===== src/rtl/lwsram_pkg.sv =====
package lwsram_pkg;

    typedef enum logic [1:0] {
        OP_NONE = 2'd0,
        OP_RD   = 2'd1,
        OP_WR   = 2'd2
    } op_e;

    // Low two address bits of burst beat 'step'
    function automatic logic [1:0] burst_low(input logic [1:0] start,
                                             input logic [1:0] step,
                                             input logic       ilv);
        return ilv ? (start ^ step) : (start + step);
    endfunction

endpackage


===== src/rtl/lwsram_cmd.sv =====
module lwsram_cmd
    import lwsram_pkg::*;
#(
    parameter int AW = 6,
    parameter int NB = 4
) (
    input  logic          clk,
    input  logic          rst,
    input  logic [AW-1:0] addr,
    input  logic          wr_sel,
    input  logic          sel_a_n,
    input  logic          sel_b,
    input  logic          sel_c_n,
    input  logic          adv,
    input  logic          burst_ilv,
    input  logic          sleep,
    input  logic [NB-1:0] bwe,
    output op_e           issue_op,
    output op_e           c_op,
    output logic [AW-1:0] c_addr,
    output logic [NB-1:0] c_ben
);

    logic          sel_all;
    op_e           last_q;
    logic [AW-1:0] base_q, n_base, n_addr;
    logic [1:0]    cnt_q, n_cnt;

    assign sel_all = !sel_a_n && sel_b && !sel_c_n;

    always_comb begin
        issue_op = OP_NONE;
        n_base   = base_q;
        n_cnt    = cnt_q;
        if (!sleep) begin
            if (adv) begin
                if (last_q != OP_NONE) begin
                    issue_op = last_q;
                    n_cnt    = cnt_q + 2'd1;
                end
            end else if (sel_all) begin
                issue_op = wr_sel ? OP_WR : OP_RD;
                n_base   = addr;
                n_cnt    = 2'd0;
            end
        end
        n_addr = {n_base[AW-1:2], burst_low(n_base[1:0], n_cnt, burst_ilv)};
    end

    always_ff @(posedge clk) begin
        if (rst) begin
            last_q <= OP_NONE;
            base_q <= '0;
            cnt_q  <= '0;
            c_op   <= OP_NONE;
            c_addr <= '0;
            c_ben  <= '0;
        end else begin
            last_q <= issue_op;
            base_q <= n_base;
            cnt_q  <= n_cnt;
            c_op   <= issue_op;
            c_addr <= n_addr;
            c_ben  <= bwe;
        end
    end

    AST_DESELECT_IDLE: assert property (@(posedge clk) disable iff (rst)
        (!adv && !sel_all) |=> (c_op == OP_NONE)) else $error("deselect issued a command");
    AST_SLEEP_IDLE: assert property (@(posedge clk) disable iff (rst)
        sleep |=> (c_op == OP_NONE)) else $error("command issued in sleep");
    AST_BURST_IN_BLOCK: assert property (@(posedge clk) disable iff (rst)
        (!sleep && adv && last_q != OP_NONE) |=> (c_addr[AW-1:2] == $past(c_addr[AW-1:2]))) else $error("burst left its block");
    AST_ADV_AFTER_IDLE: assert property (@(posedge clk) disable iff (rst)
        (!sleep && adv && last_q == OP_NONE) |=> (c_op == OP_NONE)) else $error("advance without a burst");

endmodule


===== src/rtl/lwsram_array.sv =====
module lwsram_array #(
    parameter int AW = 6,
    parameter int NB = 4,
    parameter int BW = 9
) (
    input  logic             clk,
    input  logic             wr_en,
    input  logic [AW-1:0]    wr_addr,
    input  logic [NB-1:0]    wr_ben,
    input  logic [NB*BW-1:0] wr_data,
    input  logic [AW-1:0]    rd_addr,
    output logic [NB*BW-1:0] rd_data
);

    localparam int DEPTH = 1 << AW;

    for (genvar b = 0; b < NB; b++) begin : g_lane
        logic [BW-1:0] lane_mem [DEPTH];

        always_ff @(posedge clk) begin
            if (wr_en && wr_ben[b]) begin
                lane_mem[wr_addr] <= wr_data[b*BW +: BW];
            end
        end

        assign rd_data[b*BW +: BW] = lane_mem[rd_addr];
    end

endmodule


===== src/rtl/lwsram_wpath.sv =====
module lwsram_wpath
    import lwsram_pkg::*;
#(
    parameter int AW = 6,
    parameter int NB = 4
) (
    input  logic          clk,
    input  logic          rst,
    input  logic          flow_mode,
    input  op_e           c_op,
    input  logic [AW-1:0] c_addr,
    input  logic [NB-1:0] c_ben,
    output logic          wr_en,
    output logic [AW-1:0] wr_addr,
    output logic [NB-1:0] wr_ben,
    output logic          byp_valid,
    output logic [AW-1:0] byp_addr,
    output logic [NB-1:0] byp_ben
);

    op_e           d1_op;
    logic [AW-1:0] d1_addr;
    logic [NB-1:0] d1_ben;

    // Second delay stage, used only by the pipelined (double late) write
    always_ff @(posedge clk) begin
        if (rst) begin
            d1_op   <= OP_NONE;
            d1_addr <= '0;
            d1_ben  <= '0;
        end else begin
            d1_op   <= c_op;
            d1_addr <= c_addr;
            d1_ben  <= c_ben;
        end
    end

    assign wr_en   = flow_mode ? (c_op == OP_WR) : (d1_op == OP_WR);
    assign wr_addr = flow_mode ? c_addr : d1_addr;
    assign wr_ben  = flow_mode ? c_ben  : d1_ben;

    // In-flight write whose data sits on din this cycle (pipelined only)
    assign byp_valid = !flow_mode && (d1_op == OP_WR);
    assign byp_addr  = d1_addr;
    assign byp_ben   = d1_ben;

endmodule


===== src/rtl/lwsram_rpath.sv =====
module lwsram_rpath
    import lwsram_pkg::*;
#(
    parameter int AW = 6,
    parameter int NB = 4,
    parameter int BW = 9
) (
    input  logic             clk,
    input  logic             rst,
    input  logic             flow_mode,
    input  op_e              c_op,
    input  logic [AW-1:0]    c_addr,
    input  logic [NB*BW-1:0] arr_q,
    input  logic             byp_valid,
    input  logic [AW-1:0]    byp_addr,
    input  logic [NB-1:0]    byp_ben,
    input  logic [NB*BW-1:0] din,
    input  logic             oe_n,
    input  logic             sleep,
    output logic [NB*BW-1:0] dout,
    output logic             dout_vld
);

    localparam int DW = NB * BW;

    logic          hit, q_vld, rd_vld, drive;
    logic [DW-1:0] merged, q_data, rd_data;

    assign hit = byp_valid && (byp_addr == c_addr);

    for (genvar b = 0; b < NB; b++) begin : g_merge
        assign merged[b*BW +: BW] = (hit && byp_ben[b]) ? din[b*BW +: BW]
                                                        : arr_q[b*BW +: BW];
    end

    always_ff @(posedge clk) begin
        if (rst) begin
            q_vld  <= 1'b0;
            q_data <= '0;
        end else begin
            q_vld  <= (c_op == OP_RD);
            q_data <= merged;
        end
    end

    assign rd_data  = flow_mode ? arr_q : q_data;
    assign rd_vld   = flow_mode ? (c_op == OP_RD) : q_vld;
    assign drive    = !oe_n && !sleep;
    assign dout     = (drive && rd_vld) ? rd_data : '0;
    assign dout_vld = drive && rd_vld;

    AST_OE_FORCES_OFF: assert property (@(posedge clk) disable iff (rst)
        oe_n |-> (dout == '0 && !dout_vld)) else $error("outputs on with oe_n high");
    AST_FLOW_SAME_CYCLE: assert property (@(posedge clk) disable iff (rst)
        (flow_mode && !oe_n && !sleep && c_op == OP_RD) |-> dout_vld) else $error("flow read not shown");
    AST_PIPE_ONE_LATER: assert property (@(posedge clk) disable iff (rst)
        (!flow_mode && dout_vld) |-> ($past(c_op) == OP_RD)) else $error("pipelined data without read");

endmodule


===== src/rtl/lwsram_core.sv =====
module lwsram_core
    import lwsram_pkg::*;
#(
    parameter int ADDR_W = 6,
    parameter int BYTES  = 4,
    parameter int BYTE_W = 9
) (
    input  logic                    clk,
    input  logic                    rst,
    input  logic                    flow_mode,
    input  logic [ADDR_W-1:0]       addr,
    input  logic                    wr_sel,
    input  logic                    sel_a_n,
    input  logic                    sel_b,
    input  logic                    sel_c_n,
    input  logic                    adv,
    input  logic                    burst_ilv,
    input  logic [BYTES-1:0]        bwe,
    input  logic [BYTES*BYTE_W-1:0] din,
    input  logic                    oe_n,
    input  logic                    sleep,
    output logic [BYTES*BYTE_W-1:0] dout,
    output logic                    dout_vld
);

    localparam int DW = BYTES * BYTE_W;

    op_e               issue_op, c_op;
    logic [ADDR_W-1:0] c_addr, wr_addr, byp_addr;
    logic [BYTES-1:0]  c_ben, wr_ben, byp_ben;
    logic              wr_en, byp_valid;
    logic [DW-1:0]     arr_q;

    lwsram_cmd #(.AW(ADDR_W), .NB(BYTES)) u_cmd (
        .clk(clk), .rst(rst), .addr(addr), .wr_sel(wr_sel),
        .sel_a_n(sel_a_n), .sel_b(sel_b), .sel_c_n(sel_c_n),
        .adv(adv), .burst_ilv(burst_ilv), .sleep(sleep), .bwe(bwe),
        .issue_op(issue_op), .c_op(c_op), .c_addr(c_addr), .c_ben(c_ben)
    );

    lwsram_wpath #(.AW(ADDR_W), .NB(BYTES)) u_wpath (
        .clk(clk), .rst(rst), .flow_mode(flow_mode),
        .c_op(c_op), .c_addr(c_addr), .c_ben(c_ben),
        .wr_en(wr_en), .wr_addr(wr_addr), .wr_ben(wr_ben),
        .byp_valid(byp_valid), .byp_addr(byp_addr), .byp_ben(byp_ben)
    );

    lwsram_array #(.AW(ADDR_W), .NB(BYTES), .BW(BYTE_W)) u_array (
        .clk(clk), .wr_en(wr_en), .wr_addr(wr_addr), .wr_ben(wr_ben),
        .wr_data(din), .rd_addr(c_addr), .rd_data(arr_q)
    );

    lwsram_rpath #(.AW(ADDR_W), .NB(BYTES), .BW(BYTE_W)) u_rpath (
        .clk(clk), .rst(rst), .flow_mode(flow_mode),
        .c_op(c_op), .c_addr(c_addr), .arr_q(arr_q),
        .byp_valid(byp_valid), .byp_addr(byp_addr), .byp_ben(byp_ben),
        .din(din), .oe_n(oe_n), .sleep(sleep),
        .dout(dout), .dout_vld(dout_vld)
    );

    AST_LATE_WRITE_DELAY: assert property (@(posedge clk) disable iff (rst)
        wr_en |-> (flow_mode ? ($past(issue_op) == OP_WR)
                             : ($past(issue_op, 2) == OP_WR))) else $error("write data slot misaligned");

endmodule


===== config.mk =====
export PLATFORM = sky130hd
export DESIGN_NAME = lwsram_core
export DESIGN_NICKNAME = d
export VERILOG_FILES = /design/src/rtl/lwsram_pkg.sv /design/src/rtl/lwsram_cmd.sv /design/src/rtl/lwsram_array.sv /design/src/rtl/lwsram_wpath.sv /design/src/rtl/lwsram_rpath.sv /design/src/rtl/lwsram_core.sv
export SDC_FILE = /design/constraint.sdc
export NUM_CORES = 2
export LEC_CHECK = 0
export BUFFER_PORTS_ARGS = -buffer_cell sky130_fd_sc_hd__buf_2
export CORE_ASPECT_RATIO = 0.9
export CORE_MARGIN = 2
export CORE_UTILIZATION = 63
export CTS_CLUSTER_DIAMETER = 100
export DETAILED_ROUTE_END_ITERATION = 8
export PLACE_DENSITY = 0.77
export SLEW_MARGIN = 20
export SYNTH_ARGS = -nofsm -noshare
export SYNTH_HDL_FRONTEND = slang
export SYNTH_SLANG_ARGS = --single-unit

===== constraint.sdc =====
create_clock -name clk -period 4 [get_ports clk]
set_input_delay 0.2 -clock clk [delete_from_list [all_inputs] [get_ports clk]]
set_output_delay 0.2 -clock clk [all_outputs]
set_load 0.05 [all_outputs]

==> metrics.txt <==
outcome=finished with violations; failing checks=negative setup slack; Slew Limit Fails=0; Yosys reg bits=2369; Initial Utilization=63.6%; Crit. End Element=primary output; CP arrival=3.83 ns; CP max FO=21; share of cells above drive strength 1=28.9%; main flop type after synthesis=edfxtp_1; power density over cell area=462 nW/µm²; cell area after layout=105000 µm²; row cnt=132; worst hold margin=0.0525 ns; Distinct cells, synth=57; final wirelength=251000 µm; DIE WIDTH=406 µm; core area=144000 µm²; antenna-violating nets left=0; total power=48.6 mW; Final TNS setup=-0.0803 ns; global-route wire length before repair=354000 µm; fill count=7792; Clock Sinks=2369; sequential-to-total area share from yosys stat=77.0%; Clock Tree Buf Depth=3; Final setup viols=3; worst vdd ir=0.000447 V; die area=148000 µm²; Port Buffer Count=93; dpl ws=0.470 ns; RSZ-0062 raised after global routing=yes; critical path data required time=3.80 ns; Die H=366 µm; Synth area leader=edfxtp_1; number of CTS-inserted buffers=216; Crit Path Category=flop to primary output; clk slew on worst S/H paths=0.07 ns; Final Cycle Share=101%; final worst slack=-0.0350 ns; synth top area cells=edfxtp_1, mux4_2, a22oi_1; grt total ovfl=0; Final Hold Fails=0; Worst Max-Slew Pin Slew=1.20 ns; Clock Tree Root=clkbuf_16; Synth Instances=4413; initial antenna violation count=8; Post-synth EDFFs=2304; I/O pins=94; synth-to-layout area growth=14.8%; via density per instance=7.16; commonest non-fill, non-tap cells in the layout=edfxtp_1, mux4_2, buf_4; DRC viols=0; Synth top area share=75.6%; top achievable clock speed=248 MHz; placed cell areas=95900 µm²; worst-skew pair later-pin latency=0.85 ns; routability congestion estimate=0.943; DR iter-0 viols=9418; Max Cap Violations=0; Synth async-reset ratio=0%; Detail Placement HPWL=145000 µm; drt wl/cell=35.8 µm; post-synth net total=4471; Tot GR Track Use=34.0%; fin nets=4939; Pre-antenna DRT Iters=9; Finished Core Util=73.0%; crit start category=flop; Syn. warnings=0; leak pwr=32.4 nW; most common cell after layout, fill and taps aside=edfxtp_1; # H-tree levels=4; Mapped Avg Cell Area=20.7 µm²; Vias=50200; TritonCTS clock tree=yes; Tmin final=4.03 ns; final clock skew=0.0315 ns; relative slew slack=19.9%; non-filler cells, final=7008; Hold Crit Class=input port to flop; placed cells=6486; Synth Cell Area=91500 µm²; largest net degree at the start of global routing=66; vias in the first global route=48700
-- power breakdown --
part / total, mW / internal, mW / switching [mW] / leakage (nW)
Clock: 20.1 / 11.2 / 8.96 / 3.34
Combinational: 1.21 / 0.381 / 0.825 / 7.84
Sequential: 27.2 / 27.2 / 0.0156 / 21.2
-- registers in the layout, indices dropped and copies added, names as in the netlist --
name / flops
u_rpath.q_vld: 1
u_cmd.c_addr: 3
u_cmd.cnt_q: 2
u_wpath.byp_addr: 6
u_array.g_lane.lane_mem: 2304
u_rpath.q_data: 36
u_cmd.c_ben: 4
u_wpath.byp_ben: 4
u_wpath.d1_op: 2
u_cmd.base_q: 5
u_cmd.c_op: 2
-- layer usage --
layer	track usage, %	part of all wire [%]	routed length (µm)	up-vias
met5	1.49	0.11	264	-
met4	13.7	4.6	11500	14
met3	10.7	15	37200	710
met2	50.4	46	115000	4465
met1	47.9	35	87100	25700
li1	-	-	-	19300
-- kinds of logic (layout without fill, tap and decap cells) --
kind of cell | Yosys count | in the layout | synth area share, %
simple gates | 619 | 619 | 2.87
xor+xnor | 8 | 8 | 0.0766
buf+inv | 263 | 910 | 1.53
mux | 643 | 643 | 14.4
other cells | 0 | 5 | 0
flops | 2369 | 2369 | 77.0
compound gates | 510 | 510 | 4.06
fa+ha+maj | 1 | 1 | 0.0137
-- final cells by class --
| class | instances | area [µm²] | area share (%) |
|---|---|---|---|
| Sequential cell | 2369 | 70500 | 67.1 |
| Multi-Input combinational cell | 1781 | 20300 | 19.3 |
| Clock buffer | 298 | 5990 | 5.70 |
| Timing Repair Buffer | 505 | 5010 | 4.76 |
| Tap cell | 1943 | 2430 | 2.31 |
| Clock inverter | 99 | 813 | 0.774 |
| Inverter | 8 | 30.0 | 0.0286 |
| Antenna cell | 5 | 12.5 | 0.0119 |
-- final timing paths --
check                       start                                end  slack [ns]  cells past startpoint
setup reg to reg  u_cmd.c_addr[1]  u_array.g_lane[3].lane_mem[19][8]        0.36                      7
setup / recovery  u_cmd.c_addr[1]                           dout[17]       -0.03                     10
hold reg to reg    u_cmd.c_ben[2]                 u_wpath.byp_ben[2]        0.49                      1
hold / removal            din[22]   u_array.g_lane[2].lane_mem[3][4]        0.05                      2
-- repair_timing --
action / CTS / global route
gates resized for setup: 74 / 106
setup endpoints to repair: 36 / 33
buffers inserted: 33 / 12
pin swaps: 8 / 15
hold buffers: 36 / 23
cloned: 11 / 7
hold endpoints to repair: 124 / 1280
-- cells in the mapped netlist, types with 19 or more instances --
library cell / n
o22ai_1: 37
dfxtp_1: 65
mux2i_1: 97
nand2b_1: 42
nand2_1: 224
nor2_1: 274
nor2b_1: 25
mux4_2: 541
o211ai_1: 19
a22o_1: 35
buf_2: 53
a21oi_1: 47
buf_6: 35
a22oi_1: 245
buf_4: 23
o21ai_1: 51
clkbuf_1: 129
edfxtp_1: 2304
a211oi_2: 25
-- critical path, cell delays in order (launching register included) --
cell and delay [ns]:
dfxtp_4 0.50, buf_6 0.21, buf_16 0.21, mux4_2 0.35, a22oi_1 0.28, nand2_1 0.18, a22o_4 0.28, a211oi_4 0.40
o22ai_1 0.12, buf_4 0.21, buf_4 0.19
(Power assumes the default switching activity.)
